[config.mk]
export PLATFORM = sky130hd
export DESIGN_NAME = rx_timeout_timer
export DESIGN_NICKNAME = d
export VERILOG_FILES = /design/src/rtl/rxto_pkg.sv /design/src/rtl/rxto_char_time.sv /design/src/rtl/rxto_countdown.sv /design/src/rtl/rx_timeout_timer.sv
export SDC_FILE = /design/constraint.sdc
export NUM_CORES = 1
export LEC_CHECK = 0
export CAP_MARGIN = 20
export CORE_UTILIZATION = 58
export CTS_CLUSTER_DIAMETER = 60
export CTS_CLUSTER_SIZE = 16
export DETAILED_ROUTE_END_ITERATION = 7
export DONT_BUFFER_PORTS = 1
export HOLD_SLACK_MARGIN = 0.05
export PLACE_DENSITY_LB_ADDON = 0.1
export SYNTH_ARGS = -nofsm -noshare
export SYNTH_HDL_FRONTEND = slang
export SYNTH_SLANG_ARGS = --single-unit
[constraint.sdc]
create_clock -name clk -period 2.41 [get_ports clk]
set_clock_uncertainty 0.1 [all_clocks]
set_input_delay 0.723 -clock clk [delete_from_list [all_inputs] [get_ports clk]]
set_output_delay 0.723 -clock clk [all_outputs]
set_load 0.02 [all_outputs]
[src/rtl/rxto_pkg.sv]
package rxto_pkg;
  localparam int FRAME_W       = 4;
  localparam int RST_PER_TICKS = 32;
  localparam int RST_FRAME     = 10;

  function automatic logic [FRAME_W-1:0] frame_len(input logic [1:0] dsel,
                                                   input logic two_stop);
    logic [FRAME_W-1:0] stop_n;
    stop_n = two_stop ? FRAME_W'(2) : FRAME_W'(1);
    return FRAME_W'(dsel) + FRAME_W'(6) + stop_n;
  endfunction
endpackage

[src/rtl/rxto_char_time.sv]
module rxto_char_time
  import rxto_pkg::*;
#(
  parameter int DIV_W  = 16,
  parameter int FRAC_W = 3,
  parameter int PER_W  = DIV_W + 5
) (
  input  logic               clk,
  input  logic               rst_n,
  input  logic               cfg_wr,
  input  logic [DIV_W-1:0]   cfg_div,
  input  logic [FRAC_W-1:0]  cfg_frac,
  input  logic [1:0]         cfg_dsel,
  input  logic               cfg_two_stop,
  output logic [PER_W-1:0]   per_ticks,
  output logic [FRAME_W-1:0] frame_bits
);
  logic [PER_W-1:0]   per_q, per_d;
  logic [FRAME_W-1:0] frm_q, frm_d;
  logic               take;

  assign take = cfg_wr && (cfg_div != '0);

  always_comb begin
    per_d = per_q;
    frm_d = frm_q;
    if (take) begin
      per_d = PER_W'({cfg_div, 4'b0000}) + PER_W'(cfg_frac) + PER_W'(16);
      frm_d = frame_len(cfg_dsel, cfg_two_stop);
    end
  end

  always_ff @(posedge clk or negedge rst_n) begin
    if (!rst_n) begin
      per_q <= PER_W'(RST_PER_TICKS);
      frm_q <= FRAME_W'(RST_FRAME);
    end else if (take) begin
      per_q <= per_d;
      frm_q <= frm_d;
    end
  end

  assign per_ticks  = per_q;
  assign frame_bits = frm_q;

  p_div0_hold_r8: assert property (@(posedge clk) disable iff (!rst_n)
    (cfg_wr && cfg_div == '0) |=> ($stable(per_q) && $stable(frm_q)));

  p_per_floor_r2: assert property (@(posedge clk) disable iff (!rst_n)
    (per_q >= PER_W'(32)) && (frm_q >= FRAME_W'(7)));
endmodule

[src/rtl/rxto_countdown.sv]
module rxto_countdown
  import rxto_pkg::*;
#(
  parameter int PER_W  = 21,
  parameter int MULT_W = 4
) (
  input  logic               clk,
  input  logic               rst_n,
  input  logic               en,
  input  logic               restart,
  input  logic               cancel,
  input  logic [MULT_W-1:0]  mult,
  input  logic [PER_W-1:0]   per_ticks,
  input  logic [FRAME_W-1:0] frame_bits,
  output logic               expire
);
  logic               armed_q, armed_d;
  logic [PER_W-1:0]   per_q, per_d;
  logic [FRAME_W-1:0] bit_q, bit_d;
  logic [MULT_W-1:0]  chr_q, chr_d;
  logic               at_end, load, tick_ce;

  assign at_end  = (per_q == '0) && (bit_q == '0) && (chr_q == '0);
  assign load    = en && !cancel && restart;
  assign expire  = en && !cancel && !restart && armed_q && at_end;
  assign tick_ce = load || (en && !cancel && armed_q);

  always_comb begin
    armed_d = armed_q;
    per_d   = per_q;
    bit_d   = bit_q;
    chr_d   = chr_q;
    if (!en || cancel) begin
      armed_d = 1'b0;
    end else if (restart) begin
      armed_d = (mult != '0);
      per_d   = per_ticks - PER_W'(1);
      bit_d   = frame_bits - FRAME_W'(1);
      chr_d   = mult - MULT_W'(1);
    end else if (armed_q) begin
      if (at_end) begin
        armed_d = 1'b0;
      end else if (per_q != '0) begin
        per_d = per_q - PER_W'(1);
      end else begin
        per_d = per_ticks - PER_W'(1);
        if (bit_q != '0) begin
          bit_d = bit_q - FRAME_W'(1);
        end else begin
          bit_d = frame_bits - FRAME_W'(1);
          chr_d = chr_q - MULT_W'(1);
        end
      end
    end
  end

  always_ff @(posedge clk or negedge rst_n) begin
    if (!rst_n) begin
      armed_q <= 1'b0;
      per_q   <= '0;
      bit_q   <= '0;
      chr_q   <= '0;
    end else begin
      armed_q <= armed_d;
      if (tick_ce) begin
        per_q <= per_d;
        bit_q <= bit_d;
        chr_q <= chr_d;
      end
    end
  end

  p_disable_cancels_r3: assert property (@(posedge clk) disable iff (!rst_n)
    !en |=> !armed_q);

  p_trig_cancels_r5: assert property (@(posedge clk) disable iff (!rst_n)
    (en && cancel) |=> !armed_q);

  p_zero_mult_r9: assert property (@(posedge clk) disable iff (!rst_n)
    (load && mult == '0) |=> !armed_q);

  p_restart_arms_r4: assert property (@(posedge clk) disable iff (!rst_n)
    (load && mult != '0) |=> armed_q);
endmodule

[src/rtl/rx_timeout_timer.sv]
module rx_timeout_timer
  import rxto_pkg::*;
#(
  parameter int DIV_W  = 16,
  parameter int FRAC_W = 3,
  parameter int MULT_W = 4
) (
  input  logic              clk,
  input  logic              rst_n,
  input  logic              tmo_en,
  input  logic              tmo_force,
  input  logic [MULT_W-1:0] tmo_mult,
  input  logic              cfg_wr,
  input  logic [DIV_W-1:0]  cfg_div,
  input  logic [FRAC_W-1:0] cfg_frac,
  input  logic [1:0]        cfg_dsel,
  input  logic              cfg_two_stop,
  input  logic              rx_byte,
  input  logic              rx_trig_hit,
  input  logic              rx_data_ready,
  input  logic              sts_wr,
  input  logic [7:0]        sts_wdata,
  output logic              rx_timeout_sts,
  output logic              rx_irq
);
  localparam int PER_W   = DIV_W + 5;
  localparam int CLR_BIT = 3;

  logic [PER_W-1:0]   per_ticks;
  logic [FRAME_W-1:0] frame_bits;
  logic               expire, flag_set, flag_clr;
  logic               sts_q, sts_d, irq_q, irq_d;

  rxto_char_time #(.DIV_W(DIV_W), .FRAC_W(FRAC_W), .PER_W(PER_W)) u_ctime (
    .clk, .rst_n, .cfg_wr, .cfg_div, .cfg_frac, .cfg_dsel, .cfg_two_stop,
    .per_ticks, .frame_bits
  );

  rxto_countdown #(.PER_W(PER_W), .MULT_W(MULT_W)) u_cnt (
    .clk, .rst_n, .en(tmo_en), .restart(rx_byte), .cancel(rx_trig_hit),
    .mult(tmo_mult), .per_ticks, .frame_bits, .expire
  );

  assign flag_set = expire && (rx_data_ready || tmo_force);
  assign flag_clr = sts_wr && sts_wdata[CLR_BIT];

  always_comb begin
    sts_d = sts_q;
    if (flag_set)      sts_d = 1'b1;
    else if (flag_clr) sts_d = 1'b0;
    irq_d = flag_set;
  end

  always_ff @(posedge clk or negedge rst_n) begin
    if (!rst_n) begin
      sts_q <= 1'b0;
      irq_q <= 1'b0;
    end else begin
      sts_q <= sts_d;
      irq_q <= irq_d;
    end
  end

  assign rx_timeout_sts = sts_q;
  assign rx_irq         = irq_q;

  p_irq_single_r6: assert property (@(posedge clk) disable iff (!rst_n)
    irq_q |=> !irq_q);

  p_irq_with_flag_r6: assert property (@(posedge clk) disable iff (!rst_n)
    irq_q |-> sts_q);

  p_w1c_r7: assert property (@(posedge clk) disable iff (!rst_n)
    (flag_clr && !flag_set) |=> !sts_q);

  p_no_data_no_flag_r6: assert property (@(posedge clk) disable iff (!rst_n)
    (expire && !rx_data_ready && !tmo_force && !sts_q) |=> !sts_q);
endmodule

# [Word level (Yosys, flattened, before mapping)]
# Cells that the tools add are included.
[word_totals] out_inout_bits=2 regBits=57 input_bits=43 wordCells=72
[classes] bitwise_logic=1 n_eq_ne=3 mux=21 n_reduce_logical=29 addsub=10
[ops] operator="$mux W21" count=4
[ops] operator="$sub A21 B1 Y21 const B" count=2
[ops] operator="$mux W4" count=10
[ops] operator="$add A20 B3 Y21" count=1
[ops] operator="$add A21 B5 Y21 const B" count=1
[ops] operator="$logic_not A21 Y1" count=1
[ops] operator="$reduce_bool A21 Y1" count=1
[ops] operator="$reduce_bool A16 Y1" count=1
[ops] operator="$sub A4 B1 Y4 const B" count=4
[ops] operator="$logic_and A1 B1 Y1" count=11
[ops] operator="$logic_not A4 Y1" count=2
[ops] operator="$reduce_bool A4 Y1" count=2
[ops] operator="$mux W1" count=6
[ops] operator="$ne A2 B2 Y1 const B" count=3
[ops] operator="$reduce_and A6 Y1" count=1
[ops] operator="$reduce_and A5 Y1" count=1
[ops] operator="$add A2 B3 Y4 const B" count=1
[ops] operator="$add A4 B4 Y4" count=1
[ops] operator="$reduce_and A4 Y1" count=1
[ops] operator="$reduce_bool A2 Y1" count=2
[ops] operator="$logic_not A1 Y1" count=3
[ops] operator="$logic_or A1 B1 Y1" count=3
[ops] operator="$mux W2" count=1
[ops] operator="$not A1 Y1" count=1

# [Logic depth before layout (Yosys ltp)]
[logic_depth] word_depth=7 ltp_mapped=10 depth_no_buf=7

# [Cells and area by module]
# Synthesis repeated with hierarchy kept, for this count alone.
[hier_totals] hier_cells=436 hier_area_um2=3849.9
[modules_own_cells] mod="rxto_countdown" instances=1 cells_each=302 area_per_inst_um2=2423.6 seq_area_each_um2=750.7
[modules_own_cells] mod="rxto_char_time" instances=1 cells_each=129 area_per_inst_um2=1357.6 seq_area_each_um2=604.3
[modules_own_cells] mod="rx_timeout_timer" instances=1 cells_each=5 area_per_inst_um2=68.8 seq_area_each_um2=50.0

# [Worst setup path before layout]
# OpenSTA, ideal clock, no wires.
[synth_timing] path_type="input to register" startpoint="input port rx_byte" endpoint="register u_cnt.chr_q[0]" path_stages=7 t_required_ps=2185 setup_slack_ps=-153 arrival_ps=2338 setup_ps=125 path_buffers=2 path_cell_list="clkbuf_1 -> nor4b_1 -> and2_1 -> a31o_2 -> buf_6 -> nor3_1 -> mux2_2"
[synth_via] elab_chain_len=3 word_cells_on_any_way=8 cone_classes="eq/ne: 3; mux: 1; reduce/logical: 4"
[synth_rtl] element="start: declaration" line="rx_timeout_timer.sv:18" source="input logic rx_byte,"
[synth_rtl] element="$logic_and A1 B1 Y1" line="rxto_countdown.sv:24" source="assign load = en && !cancel && restart;"
[synth_rtl] element="$logic_or A1 B1 Y1" line="rxto_countdown.sv:26" source="assign tick_ce = load || (en && !cancel && armed_q);"
[synth_rtl] element="$reduce_and A6 Y1 (no source line)"
[synth_rtl] element="end signal: assignment" line="rxto_countdown.sv:68" source="chr_q <= chr_d;"
[synth_rtl] element="end: declaration" line="rxto_countdown.sv:20" source="logic [MULT_W-1:0] chr_q, chr_d;"
# Parallel ways exist; a longest one is shown, timed or not.
# A chain may end at the register's enable or synchronous reset.

# [Worst setup path after layout]
[layout_timing] startpoint="register u_cnt.per_q[1]" endpoint="register u_cnt.per_q[19]"
[layout_via] elab_chain_len=5 word_cells_on_any_way=11 cone_classes="add/sub: 1; eq/ne: 1; mux: 4; reduce/logical: 5"
[layout_rtl] element="start: declaration" line="rxto_countdown.sv:18" source="logic [PER_W-1:0] per_q, per_d;"
[layout_rtl] element="start signal: assignment" line="rxto_countdown.sv:66" source="per_q <= per_d;"
[layout_rtl] element="$sub A21 B1 Y21 (tied with other cells)" line="rxto_countdown.sv:44" source="per_d = per_q - PER_W'(1);"
[layout_rtl] element="$mux W21 or $logic_and A1 B1 Y1 (tied branches)" line="rxto_countdown.sv:43, rxto_countdown.sv:23"
[layout_rtl] element="$mux W21 or $logic_and A1 B1 Y1 (tied branches)" line="rxto_countdown.sv:41, rxto_countdown.sv:23"
[layout_rtl] element="$mux W21 or $ne A2 B2 Y1 (tied branches)"
[layout_rtl] element="$mux W21 or $reduce_and A4 Y1 (tied branches)"
# Parallel ways exist; a longest one is shown, timed or not. The select of a mux whose other input is x is not followed.

==> impl_metrics.csv <==
group,metric,value,unit
timing,setup_viol,1,
global_routing,track_usage,29.6,%
logic_synthesis,synth_xor_area_share,7.34,%
logic_synthesis,synth_cell_type_count,59,
setup_path,cp_data_required_time,2.51,ns
global_routing,grt_use_met1,39.9,%
detailed_routing,avgRoutedWirePerCell,17.8,um
logic_synthesis,yosysSeqAreaShare,38.0,%
detailed_routing,drt_drc_violations_left,0,
logic_synthesis,synthAdderAreaFrac,4.39,%
clocking,clk_pin_slew,0.10,ns
global_routing,gr-usage-met2,49.3,%
logic_synthesis,ys_warn_count,0,
timing,finalHoldViolations,0,
worst_hold_path,min_path_type,"input port to async pin",
timing,post-route-period-util,101,%
logic_synthesis,synth_nets,472,
cells_and_area,drive_above_1_share,23.2,%
floorplan,start_util,61.4,%
clocking,cts_max_level,2,
global_routing,overflow,0,
outcome,violations,"setup timing",
global_routing,met3_usage,5.00,%
flow_run,maxCapViolCount,0,
floorplan,die_w,81.9,um
detailed_routing,drt_wl_total,9770,um
detailed_routing,antenna_left,0,
clocking,clk_latency,0.31,ns
floorplan,ios,45,
logic_synthesis,synth-compound-area-share,17.3,%
logic_synthesis,yosys.area.top_type,"dfrtp_1",
detailed_routing,drt_iter0_markers,305,
logic_synthesis,synth_flop_cell,"dfrtp_1",
detailed_routing,viasPerCell,6.36,
global_routing,grt_first_pass_wirelength,15200,um
setup_path,critPathKind,"register to register",
cells_and_area,layout_common_cells,"buf_4 (56), dfrtp_1 (53), nor2_1 (36)",
cells_and_area,syn2layout_area_growth,24.7,%
placement,place_congestion,0.863,
cells_and_area,n_antenna_cell,0,
setup_path,endpoint_kind,"register",
logic_synthesis,synth.area.top_cells,"dfrtp_1 (36%), xnor2_1 (5.4%), o21ai_0 (4.5%)",
setup_path,crit_path_start_kind,"register",
pwr,total_power,0.00295,W
cells_and_area,nets,529,
pwr,p_leak,1.92,nW
floorplan,die_area,6700,um^2
logic_synthesis,synth_simple_gate_area_share,23.1,%
logic_synthesis,async_flop_share,100,%
setup_path,path_max_fanout,8,
pwr,powerDensity,640,nW/um^2
logic_synthesis,synth_area,3700,um^2
floorplan,rows,28,
logic_synthesis,synth_top_family_by_area,"simple AND/OR/NAND/NOR gates",
placement,dp_hpwl,6440,um
logic_synthesis,syn_inst,416,
global_routing,grt_max_degree,54,
logic_synthesis,synth_seq_cells,56,
global_routing,busiest_layer,"met2",
clocking,cts_buffer_depth,2,
timing,tightestPinTransition,0.744,ns
outcome,status,"complete, but fails checks",
logic_synthesis,synth_top_area_share,35.8,%
global_routing,antenna_found_initial,0,
detailed_routing,vias,3494,
logic_synthesis,muxShareOfSynthArea,4.77,%
detailed_routing,first_pass_iters,5,
clocking,cts_sinks,56,
setup_path,cp.arrival,2.53,ns
clocking,cts_root_buf,"clkbuf_8",
timing,fmax,411,MHz
logic_synthesis,synth_edf_count,0,
floorplan,chipHeight,81.9,um
pwr,ir_worst_vdd,420,uV
timing,drv_slew,0,
global_routing,grt_pass1_vias,3285,
timing,rsz0062_at_grt,"yes",
timing,hold_ws,0.141,ns
timing,slew_headroom,49.9,%
timing,setup_ws,-0.0234,ns
placement,port-buffer-count,0,
cells_and_area,final_common_cell,"buf_4",
clocking,cts_tree,"yes",
clocking,cts_made_buffers,5,
logic_synthesis,postSynthAreaPerCell,8.90,um^2
timing,finalCriticalPeriod,2.43,ns
floorplan,coreArea,6030,um^2
[cells in the mapped netlist (2+ instances only)]
library cell / count
nor4_1: 13
clkbuf_1: 11
nand2b_1: 3
or3_1: 3
and2_1: 3
a211oi_1: 2
o22a_1: 3
dfrtp_1: 53
nor2b_1: 4
nand3_1: 15
a31oi_1: 3
a21oi_1: 28
nand3b_1: 3
nand2_1: 17
o2bb2ai_1: 4
inv_1: 27
and3_1: 8
nand4b_1: 3
dfstp_2: 3
a211o_1: 2
nor3_1: 17
buf_2: 4
o221ai_1: 2
nor2_1: 36
mux2i_1: 12
xor2_1: 8
nand4_1: 7
and4_1: 3
mux2_2: 5
a21o_1: 2
or4_1: 2
o211ai_1: 5
ha_1: 13
a32oi_1: 2
a22oi_1: 4
xnor2_1: 23
o21ai_0: 33
nor4b_1: 4
or4_4: 3
nor3b_1: 3
buf_4: 2
[state kept, by name, summed over array words and instances (netlist names)]
register,count
u_cnt.bit_q,4
u_ctime.frame_bits,4
u_cnt.per_q,21
rx_irq,1
u_cnt.chr_q,4
rx_timeout_sts,1
u_cnt.armed_q,1
u_ctime.per_ticks,20
[repair_timing]
action / CTS / global route
cloned: 1 / 2
resized for setup: 8 / 32
hold buffers: 1 / 0
pin swaps: 1 / 8
hold endpoints to repair: 53 / 0
buffers inserted: 3 / 12
endpoints found under the setup margin: 16 / 28
[worst paths after layout]
path / startpoint / to / slack, ns / cells after the start
setup / recovery: u_cnt.per_q[1] / u_cnt.per_q[19] / -0.02 / 9
hold / removal: rst_n / u_ctime.per_ticks[5] / 0.14 / 0
setup reg to reg: u_cnt.per_q[1] / u_cnt.per_q[19] / -0.02 / 9
hold reg to reg: u_ctime.frame_bits[3] / u_ctime.frame_bits[3] / 0.43 / 2
max in group asynchronous: rst_n / u_cnt.per_q[20] / 1.82 / 1
min in group clk: cfg_frac[0] / u_ctime.per_ticks[0] / 0.43 / 2
[cells by family after synthesis]
family,after synthesis
adder cells (fa/ha/maj),13
multiplexers,17
XOR/XNOR,31
AO/OA/AOI/OAI,102
AND/OR/NAND/NOR,152
buffers and inverters,45
flip-flops,56
[power breakdown]
part | total [W] | internal (W) | switching, W
Clock | 0.000626 | 0.000309 | 0.000317
Sequential | 0.00130 | 0.00113 | 0.000178
Combinational | 0.00102 | 0.000497 | 0.000526
[layer usage]
layer / wire [um] / vias to the layer above
met5: 0 / -
li1: - / 1645
met1: 4310 / 1646
met2: 4570 / 176
met3: 679 / 27
met4: 211 / 0
[through the flow]
| stage | setup WS [ns] | instance area, um^2 | util, % | setup TNS (ns) | cells |
|---|---|---|---|---|---|
| after global routing | -0.129 | 4610 | 76.6 | -1.57 | 549 |
| after CTS | -0.0441 | 4340 | 72.1 | -0.108 | 535 |
| after floorplan | 0.00452 | 3710 | - | 0 | 416 |
| after global placement | -0.0368 | 4140 | 68.7 | -0.0400 | 522 |
| final | -0.0234 | 4610 | 76.6 | -0.0234 | 549 |
| after detailed placement | -0.0722 | 4140 | 68.7 | -0.374 | 522 |
[worst max-delay path: stages (launching register included)]
cell	delay (ns)
dfrtp_1	0.41
inv_2	0.07
ha_4	0.13
or4b_4	0.49
nor4_4	0.22
buf_4	0.19
a31oi_4	0.10
clkbuf_16	0.21
and4_1	0.16
a211o_1	0.24
[final cells by class]
cell class,instances,area (um^2)
Clock inverter,2,35.0
Sequential cell,56,1410
Fill cell,444,1410
Clock buffer,6,72.6
Tap cell,75,93.8
Inverter,27,101
Multi-Input combinational cell,315,2270
Timing Repair Buffer,68,638
(Power assumes the default switching activity.)
